--- config.mk ---
export PLATFORM = sky130hd
export DESIGN_NAME = mbox_bridge
export DESIGN_NICKNAME = d
export VERILOG_FILES = /design/src/rtl/mbox_pkg.sv /design/src/rtl/mbox_sync.sv /design/src/rtl/mbox_decode.sv /design/src/rtl/mbox_regs.sv /design/src/rtl/mbox_bridge.sv
export SDC_FILE = /design/constraint.sdc
export NUM_CORES = 1
export LEC_CHECK = 0
export ABC_AREA = 0
export CAP_MARGIN = 20
export CORE_MARGIN = 4
export CORE_UTILIZATION = 35
export CTS_BUF_LIST = sky130_fd_sc_hd__clkbuf_8 sky130_fd_sc_hd__clkbuf_16
export CTS_CLUSTER_DIAMETER = 200
export DETAILED_ROUTE_END_ITERATION = 12
export PLACE_DENSITY = 0.7
export SLEW_MARGIN = 25
export SYNTH_ARGS = -nofsm -noshare
export SYNTH_HDL_FRONTEND = slang
export SYNTH_SLANG_ARGS = --single-unit
--- constraint.sdc ---
create_clock -name clk -period 1.3 [get_ports clk]
set_input_delay 0.195 -clock clk [delete_from_list [all_inputs] [get_ports clk]]
set_output_delay 0.195 -clock clk [all_outputs]
set_load 0.02 [all_outputs]
--- src/rtl/mbox_pkg.sv ---
package mbox_pkg;
    localparam int ADDR_W = 16;
    localparam int DATA_W = 8;
    localparam int BLK_W  = 3;
    localparam int NBLK   = 1 << BLK_W;
    localparam int SYNC_STAGES = 2;

    typedef enum logic [BLK_W-1:0] {
        BLK_RAM    = 3'd0,
        BLK_FREE1  = 3'd1,
        BLK_TOHOST = 3'd2,
        BLK_HADDR  = 3'd3,
        BLK_FRHOST = 3'd4,
        BLK_SERIAL = 3'd5,
        BLK_FREE6  = 3'd6,
        BLK_ROM    = 3'd7
    } blk_e;

    // Host strobes as one bundle so they share a synchronizer.
    typedef struct packed {
        logic ale;
        logic de;
        logic rd;
    } hstb_t;

    // Local accesses to the mailbox windows.
    typedef struct packed {
        logic rd_haddr;
        logic rd_frhost;
        logic wr_tohost;
    } lacc_t;

    function automatic logic blk_hit(logic [NBLK-1:0] sel_n, blk_e b);
        return ~sel_n[b];
    endfunction
endpackage

--- src/rtl/mbox_sync.sv ---
module mbox_sync #(
    parameter int W      = 3,
    parameter int STAGES = 2
) (
    input  logic         clk,
    input  logic         rst,
    input  logic [W-1:0] d,
    output logic [W-1:0] q
);
    logic [W-1:0] stg [STAGES];

    genvar s;
    generate
        for (s = 0; s < STAGES; s++) begin : g_stage
            always_ff @(posedge clk) begin
                if (rst) begin
                    stg[s] <= '0;
                end else begin
                    if (s == 0) stg[s] <= d;
                    else        stg[s] <= stg[(s == 0) ? 0 : s-1];
                end
            end
        end
    endgenerate

    assign q = stg[STAGES-1];
endmodule

--- src/rtl/mbox_decode.sv ---
module mbox_decode #(
    parameter int AW = 16,
    parameter int BW = 3,
    localparam int NB = 1 << BW
) (
    input  logic [AW-1:0] addr,
    input  logic          phi2,
    output logic [NB-1:0] sel_n
);
    logic [BW-1:0] blk;
    assign blk = addr[AW-1 -: BW];

    genvar k;
    generate
        for (k = 0; k < NB; k++) begin : g_sel
            assign sel_n[k] = ~(phi2 && (blk == BW'(k)));
        end
    endgenerate
endmodule

--- src/rtl/mbox_regs.sv ---
module mbox_regs
    import mbox_pkg::*;
#(
    parameter int DW = 8
) (
    input  logic          clk,
    input  logic          rst,
    input  hstb_t         hs,
    input  logic [DW-1:0] host_ad_i,
    input  lacc_t         la,
    input  logic [DW-1:0] loc_wdata,
    output logic [DW-1:0] haddr_q,
    output logic [DW-1:0] frhost_q,
    output logic [DW-1:0] host_ad_o,
    output logic          host_ad_oe,
    output logic          rx_pend,
    output logic          tx_pend
);
    hstb_t         hs_d;
    logic [DW-1:0] tohost_q;
    logic          ale_rise, de_rise, hwr, hrd;

    assign ale_rise = hs.ale & ~hs_d.ale;
    assign de_rise  = hs.de  & ~hs_d.de;
    assign hwr      = de_rise & ~hs.rd;
    assign hrd      = de_rise &  hs.rd;

    always_ff @(posedge clk) begin
        if (rst) begin
            hs_d     <= '0;
            haddr_q  <= '0;
            frhost_q <= '0;
            tohost_q <= '0;
            rx_pend  <= 1'b0;
            tx_pend  <= 1'b0;
        end else begin
            hs_d <= hs;
            if (ale_rise)     haddr_q  <= host_ad_i;
            if (hwr)          frhost_q <= host_ad_i;
            if (la.wr_tohost) tohost_q <= loc_wdata;
            if (hwr)               rx_pend <= 1'b1;
            else if (la.rd_frhost) rx_pend <= 1'b0;
            if (la.wr_tohost)      tx_pend <= 1'b1;
            else if (hrd)          tx_pend <= 1'b0;
        end
    end

    assign host_ad_oe = hs.de & hs.rd;
    assign host_ad_o  = host_ad_oe ? tohost_q : '0;
endmodule

--- src/rtl/mbox_bridge.sv ---
module mbox_bridge
    import mbox_pkg::*;
(
    input  logic                clk,
    input  logic                rst,
    input  logic [DATA_W-1:0]   host_ad_i,
    output logic [DATA_W-1:0]   host_ad_o,
    output logic                host_ad_oe,
    input  logic                host_ale,
    input  logic                host_de,
    input  logic                host_rd,
    input  logic [ADDR_W-1:0]   loc_addr,
    input  logic [DATA_W-1:0]   loc_wdata,
    output logic [DATA_W-1:0]   loc_rdata,
    output logic                loc_rdata_oe,
    input  logic                loc_rw,
    input  logic                phi2,
    output logic [NBLK-1:0]     blk_sel_n,
    output logic                ram_cs_n,
    output logic                rom_cs_n,
    output logic                ser_cs_n,
    output logic                rx_pend,
    output logic                tx_pend
);
    hstb_t             hs_raw, hs_sync;
    lacc_t             la;
    logic [DATA_W-1:0] haddr_q, frhost_q;

    assign hs_raw = '{ale: host_ale, de: host_de, rd: host_rd};

    mbox_sync #(.W($bits(hstb_t)), .STAGES(SYNC_STAGES)) u_sync (
        .clk (clk),
        .rst (rst),
        .d   (hs_raw),
        .q   (hs_sync)
    );

    mbox_decode #(.AW(ADDR_W), .BW(BLK_W)) u_dec (
        .addr  (loc_addr),
        .phi2  (phi2),
        .sel_n (blk_sel_n)
    );

    assign ram_cs_n = blk_sel_n[BLK_RAM];
    assign rom_cs_n = blk_sel_n[BLK_ROM];
    assign ser_cs_n = blk_sel_n[BLK_SERIAL];

    assign la.rd_haddr  = blk_hit(blk_sel_n, BLK_HADDR)  &  loc_rw;
    assign la.rd_frhost = blk_hit(blk_sel_n, BLK_FRHOST) &  loc_rw;
    assign la.wr_tohost = blk_hit(blk_sel_n, BLK_TOHOST) & ~loc_rw;

    mbox_regs #(.DW(DATA_W)) u_regs (
        .clk        (clk),
        .rst        (rst),
        .hs         (hs_sync),
        .host_ad_i  (host_ad_i),
        .la         (la),
        .loc_wdata  (loc_wdata),
        .haddr_q    (haddr_q),
        .frhost_q   (frhost_q),
        .host_ad_o  (host_ad_o),
        .host_ad_oe (host_ad_oe),
        .rx_pend    (rx_pend),
        .tx_pend    (tx_pend)
    );

    always_comb begin
        loc_rdata_oe = la.rd_haddr | la.rd_frhost;
        if (la.rd_haddr)       loc_rdata = haddr_q;
        else if (la.rd_frhost) loc_rdata = frhost_q;
        else                   loc_rdata = '0;
    end
endmodule

# Yosys cells after proc, flatten, opt, wreduce, memory -nomap -nowiden
# Memory sizes are Yosys's and may differ from the RTL's.
# Cells that the tools add are included.
classes:
  n_addsub: 0
  n_mul: 0
  n_div: 0
  magnitude_cmp: 0
  eq_ne: 7
  shift: 0
  muxes: 12
  n_bitwise: 23
  reduce_logical: 11
ops:
  columns: ["op", "n"]
  rows:
  - ["8-bit two-way mux", 3]
  - ["3-bit == test, second input constant", 4]
  - ["1-bit inverter", 12]
  - ["1-bit bitwise AND", 8]
  - ["1-bit logical AND", 8]
  - ["1-bit two-way mux", 7]
  - ["3-bit by 2-bit == test with 1-bit output, second input constant", 2]
  - ["3-bit two-way mux", 2]
  - ["2-bit nonzero test", 2]
  - ["3-bit by 1-bit == test with 1-bit output, second input constant", 1]
  - ["3-bit zero test", 1]
  - ["1-bit OR", 3]
word_totals:
  register_bits: 28
  latchBits: 0
  mem_bits_rw: 6
  mem_bits_ro: 0
  in_bits: 39
  output_inout_bits: 31
  elab_cells: 61
  mem_count: 1
memory_table:
  columns: ["memory", "depth", "word_bits", "read_ports", "rd_ports_with_merged_regs", "wr", "line_no", "source"]
  rows:
  - ["u_sync.stg", 2, 3, 2, 0, 2, "mbox_sync.sv:10", "logic [W-1:0] stg [STAGES];"]

# Logic depth before layout (Yosys ltp)
depth:
  depth_word: 5
  ltp_mapped: 4
  mapped_depth_nobuf: 3

# Modules after synthesis
# From an unflattened synthesis, not the netlist that was laid out.
unflattened:
  cells_unflattened: 166
  area_unflattened_um2: 1502.7
modules_own_cells:
  columns: ["mod", "n_inst", "cells_each", "area_per_inst_um2", "seq_area_each_um2"]
  rows:
  - ["mbox_regs", 1, 121, 1073.5, 560.5]
  - ["mbox_bridge", 1, 25, 195.2, 0.0]
  - ["mbox_sync", 1, 12, 157.7, 120.1]
  - ["mbox_decode", 1, 8, 76.3, 0.0]

# Worst setup path before layout
# Ideal clock, no wire load.
synth_path:
  path_kind: "input-to-output"
  start: "input port phi2"
  end: "output port loc_rdata_oe"
  t_arrival_ns: 0.939
  t_required_ns: 1.105
  slack_ns: 0.166
  path_stages: 4
  n_path_buf: 1
  cell_sequence: "nor2b_4 and4_1 buf_4 or2_1"
synth_between:
  elab_chain_len: 3
  word_cells_on_any_way: 5
  classes_between: "3 x bitwise; 2 x reduce/logical"
synth_lines:
  columns: ["element", "line_no", "source"]
  rows:
  - ["start, declared", "mbox_bridge.sv:17", "input logic phi2,"]
  - ["1-bit logical AND", "mbox_decode.sv:16", "assign sel_n[k] = ~(phi2 && (blk == BW'(k)));"]
  - ["1-bit bitwise AND (on tied branches)", "mbox_bridge.sv:48, mbox_bridge.sv:49", null]
  - ["1-bit OR *", "mbox_bridge.sv:68", "loc_rdata_oe = la.rd_haddr | la.rd_frhost;"]
  - ["end, declared", "mbox_bridge.sv:15", "output logic loc_rdata_oe,"]
# Every way passes the cells marked *; elsewhere a longest branch is shown, timed or not.

==> reports/summary.txt <==
Status: completed
H-Tree Depth: 2
Fillers: 381
Setup CP Type: reg2out
CP Capture Type: primary output
Worst min path class: in2reg
Via count: 1,363
CP max stage delay: 0.32 ns
Share of layout cells above drive strength 1: 27.2%
GRT Overall Usage: 14.6%
CP max FO: 6
Final setup margin: 0.0408 ns
Root Driver: clkbuf_8
Final slew viol count: 0
Fin cells: 285
WP data arrival: 1.06 ns
GPL Wtd Cong: 0.814
Hold path cells: 4
RSZ-0062 raised after global routing: true
Die ar.: 5370 sq um
Fin crit period: 1.26 ns
Post-DP Area: 2210 sq um
Avg WL per Cell: 13.1 um
Core area: 4060 sq um
Seq/Total Area, Yosys: 45.6%
Multi-input logic area: 766 sq um
Worst path top cell family by delay: flip-flops
I/O pins: 70
Clk buf depth: 2
Pre-CTS setup slack: -0.935 ns
First-pass GRT wire length: 5960 um
Initial DRC Count: 62
Post-placement cell count: 272
Critical Path RT: 1.11 ns
VDD IR max: 0.770 mV
Synth cell types: 26
Clk sink count: 34
Area growth, synth to finish: 54.1%
Clk slew on worst S/H paths: 0.07 ns
Antenna-violating nets left: 0
Final setup viols: 0
Yosys reg bits: 34
Slowest cell on crit path: dfxtp_2
Clock latency on the worst-skew pair: 0.28 ns
Die width: 73.3 um
Achievable Freq: 794 MHz
CTS tree: yes
Synth Instances: 161
CTS Hold Bufs: 0
Crit path cell chain: buf_4 -> and3_1 -> buf_6
Syn. warnings: 0
FF/Latch Area: 686 sq um
Final HPWL DP: 2540 um
Max Cap Viol: 0
Worst-Margin Slew: 0.332 ns
Final nets: 273
Crit path depth: 3
Largest net degree at the start of global routing: 44
Tot Pwr: 2.17 mW
Worst Skew: 0.00335 ns
Mapped cell area: 1490 sq um
Leak: 0.967 nW
Drt total wl: 3730 um
Final Cycle Share: 96.9%
Input/output buffers: 56
Syn nets: 200
Core Rows: 23
CTS buffer count: 5
FF-to-FF path depth: 5
Cell Pwr Density: 944 nW/um^2
Drt pass-1 iters: 4
Number of global-route vias before repair: 1,238
DR DRC count: 0
Critical Path Source Type: flip-flop
Initial Util: 36.8%
Diodes inserted: 0
Initial antenna violation count: 0
Syn Area/Cell: 9.26 sq um
Grt ovf: 0
Die height: 73.3 um
Buf/Inv on CP: 2
Vias per inst: 4.78
Final hold vios: 0
Cell area after layout: 2300 sq um
Slew headroom: 77.9%
==> cell families after synthesis <==
| group | synth area share, % |
|---|---|
| AO/OA/AOI/OAI | 8.47 |
| buffers and inverters | 4.95 |
| flip-flops | 45.6 |
| multiplexers | 10.7 |
| AND/OR/NAND/NOR | 30.2 |
==> synthesized netlist by cell type <==
| cell type | instances | area, sq um |
|---|---|---|
| o22ai_1 | 1 | 6.26 |
| or2_2 | 1 | 6.26 |
| or2_1 | 1 | 6.26 |
| nor2_1 | 9 | 33.8 |
| o21ai_0 | 1 | 5.00 |
| buf_1 | 1 | 3.75 |
| nor2_4 | 1 | 11.3 |
| nor2b_4 | 1 | 13.8 |
| dfxtp_1 | 34 | 681 |
| inv_1 | 2 | 7.51 |
| buf_2 | 2 | 10.0 |
| nand2b_1 | 18 | 113 |
| a22o_1 | 8 | 70.1 |
| nor2b_1 | 10 | 62.6 |
| nand4_1 | 1 | 6.26 |
| and3_1 | 8 | 50.1 |
| a21oi_1 | 9 | 45.0 |
| nand4b_1 | 1 | 8.76 |
| nand4bb_4 | 1 | 27.5 |
| buf_4 | 4 | 30.0 |
| and4_1 | 2 | 17.5 |
| nand2_1 | 19 | 71.3 |
| nor3b_1 | 1 | 7.51 |
| nand3_1 | 3 | 15.0 |
| clkbuf_1 | 6 | 22.5 |
| mux2i_1 | 16 | 160 |
==> worst register-to-register path: cells and delay by family, from the launching register on <==
kind                   cells  cell delay [ns]
and+or+nand+nor            2             0.24
muxes                      1             0.19
DFF                        1             0.37
buffers and inverters      2             0.33
==> where the power goes <==
group / internal (mW) / switching [mW]
logic: 0.165 / 0.123
clock network: 0.419 / 0.372
registers: 1.07 / 0.0170
==> layout by cell type (no fill, tap or decap), types with 3 or more instances in the layout <==
cell              n
a21oi_1           9
a22o_1            8
and3_1            8
and4_4            3
buf_2            10
buf_4            22
buf_6            10
clkbuf_8          6
clkdlybuf4s50_1  20
dfxtp_1          32
dlygate4sd2_1    10
inv_1             3
mux2i_1          16
nand2_1          19
nand2b_1         18
nand3_1           3
nor2_1            8
nor2b_1          10
==> timing repair <==
item,in CTS,in global routing
endpoints found under the setup margin,41,22
pin swaps,5,4
gates resized for setup,130,12
cloned,2,0
buffers inserted,3,0
==> final timing paths <==
kind | start | to | slack (ns)
min reg2reg | u_sync.stg[0][0]$_SDFF_PP0_ | u_sync.stg[1][0]$_SDFF_PP0_ | 0.44
max reg2reg | u_sync.stg[1][0]$_SDFF_PP0_ | u_regs.frhost_q[6]$_SDFFE_PP0P_ | 0.07
min | loc_rw | u_regs.tx_pend$_SDFFE_PP0P_ | 0.36
max | u_sync.stg[1][1]$_SDFF_PP0_ | host_ad_o[5] | 0.04
==> area by class of cell <==
type / instances / share of cell area (%)
Multi-Input combinational cell: 113 / 33.3
Sequential cell: 34 / 29.8
Timing Repair Buffer: 78 / 29.8
Clock buffer: 6 / 3.59
Tap cell: 50 / 2.72
Clock inverter: 2 / 0.381
Inverter: 2 / 0.327
==> routing by layer <==
metal  GRT usage, %  up-vias  share of wire [%]  wire (um)
met5              0        -                  0          0
met4           7.17        0                2.2         82
met3           4.65        8                7.3        273
met2           22.7       47                 49       1820
met1           18.0      621                 42       1550
li1               -      687                  -          -
==> state kept, by name (all words and copies together) (netlist names) <==
signal           cells
u_regs.frhost_q      8
u_regs.haddr_q       8
u_regs.tohost_q      8
u_sync.stg           6
u_regs.hs_d          2
u_regs.rx_pend       1
u_regs.tx_pend       1
==> through the flow <==
stage	utilization [%]	hold slack (ns)	setup TNS (ns)
CTS	56.3	0.439	0
detailed placement	54.5	0.424	-19.22
global placement	54.5	0.420	-18.39
global route	56.6	0.382	-0.0176
finish	56.6	0.356	0
floorplan	-	0.323	0
No activity file was read; power rests on OpenSTA's default activity.
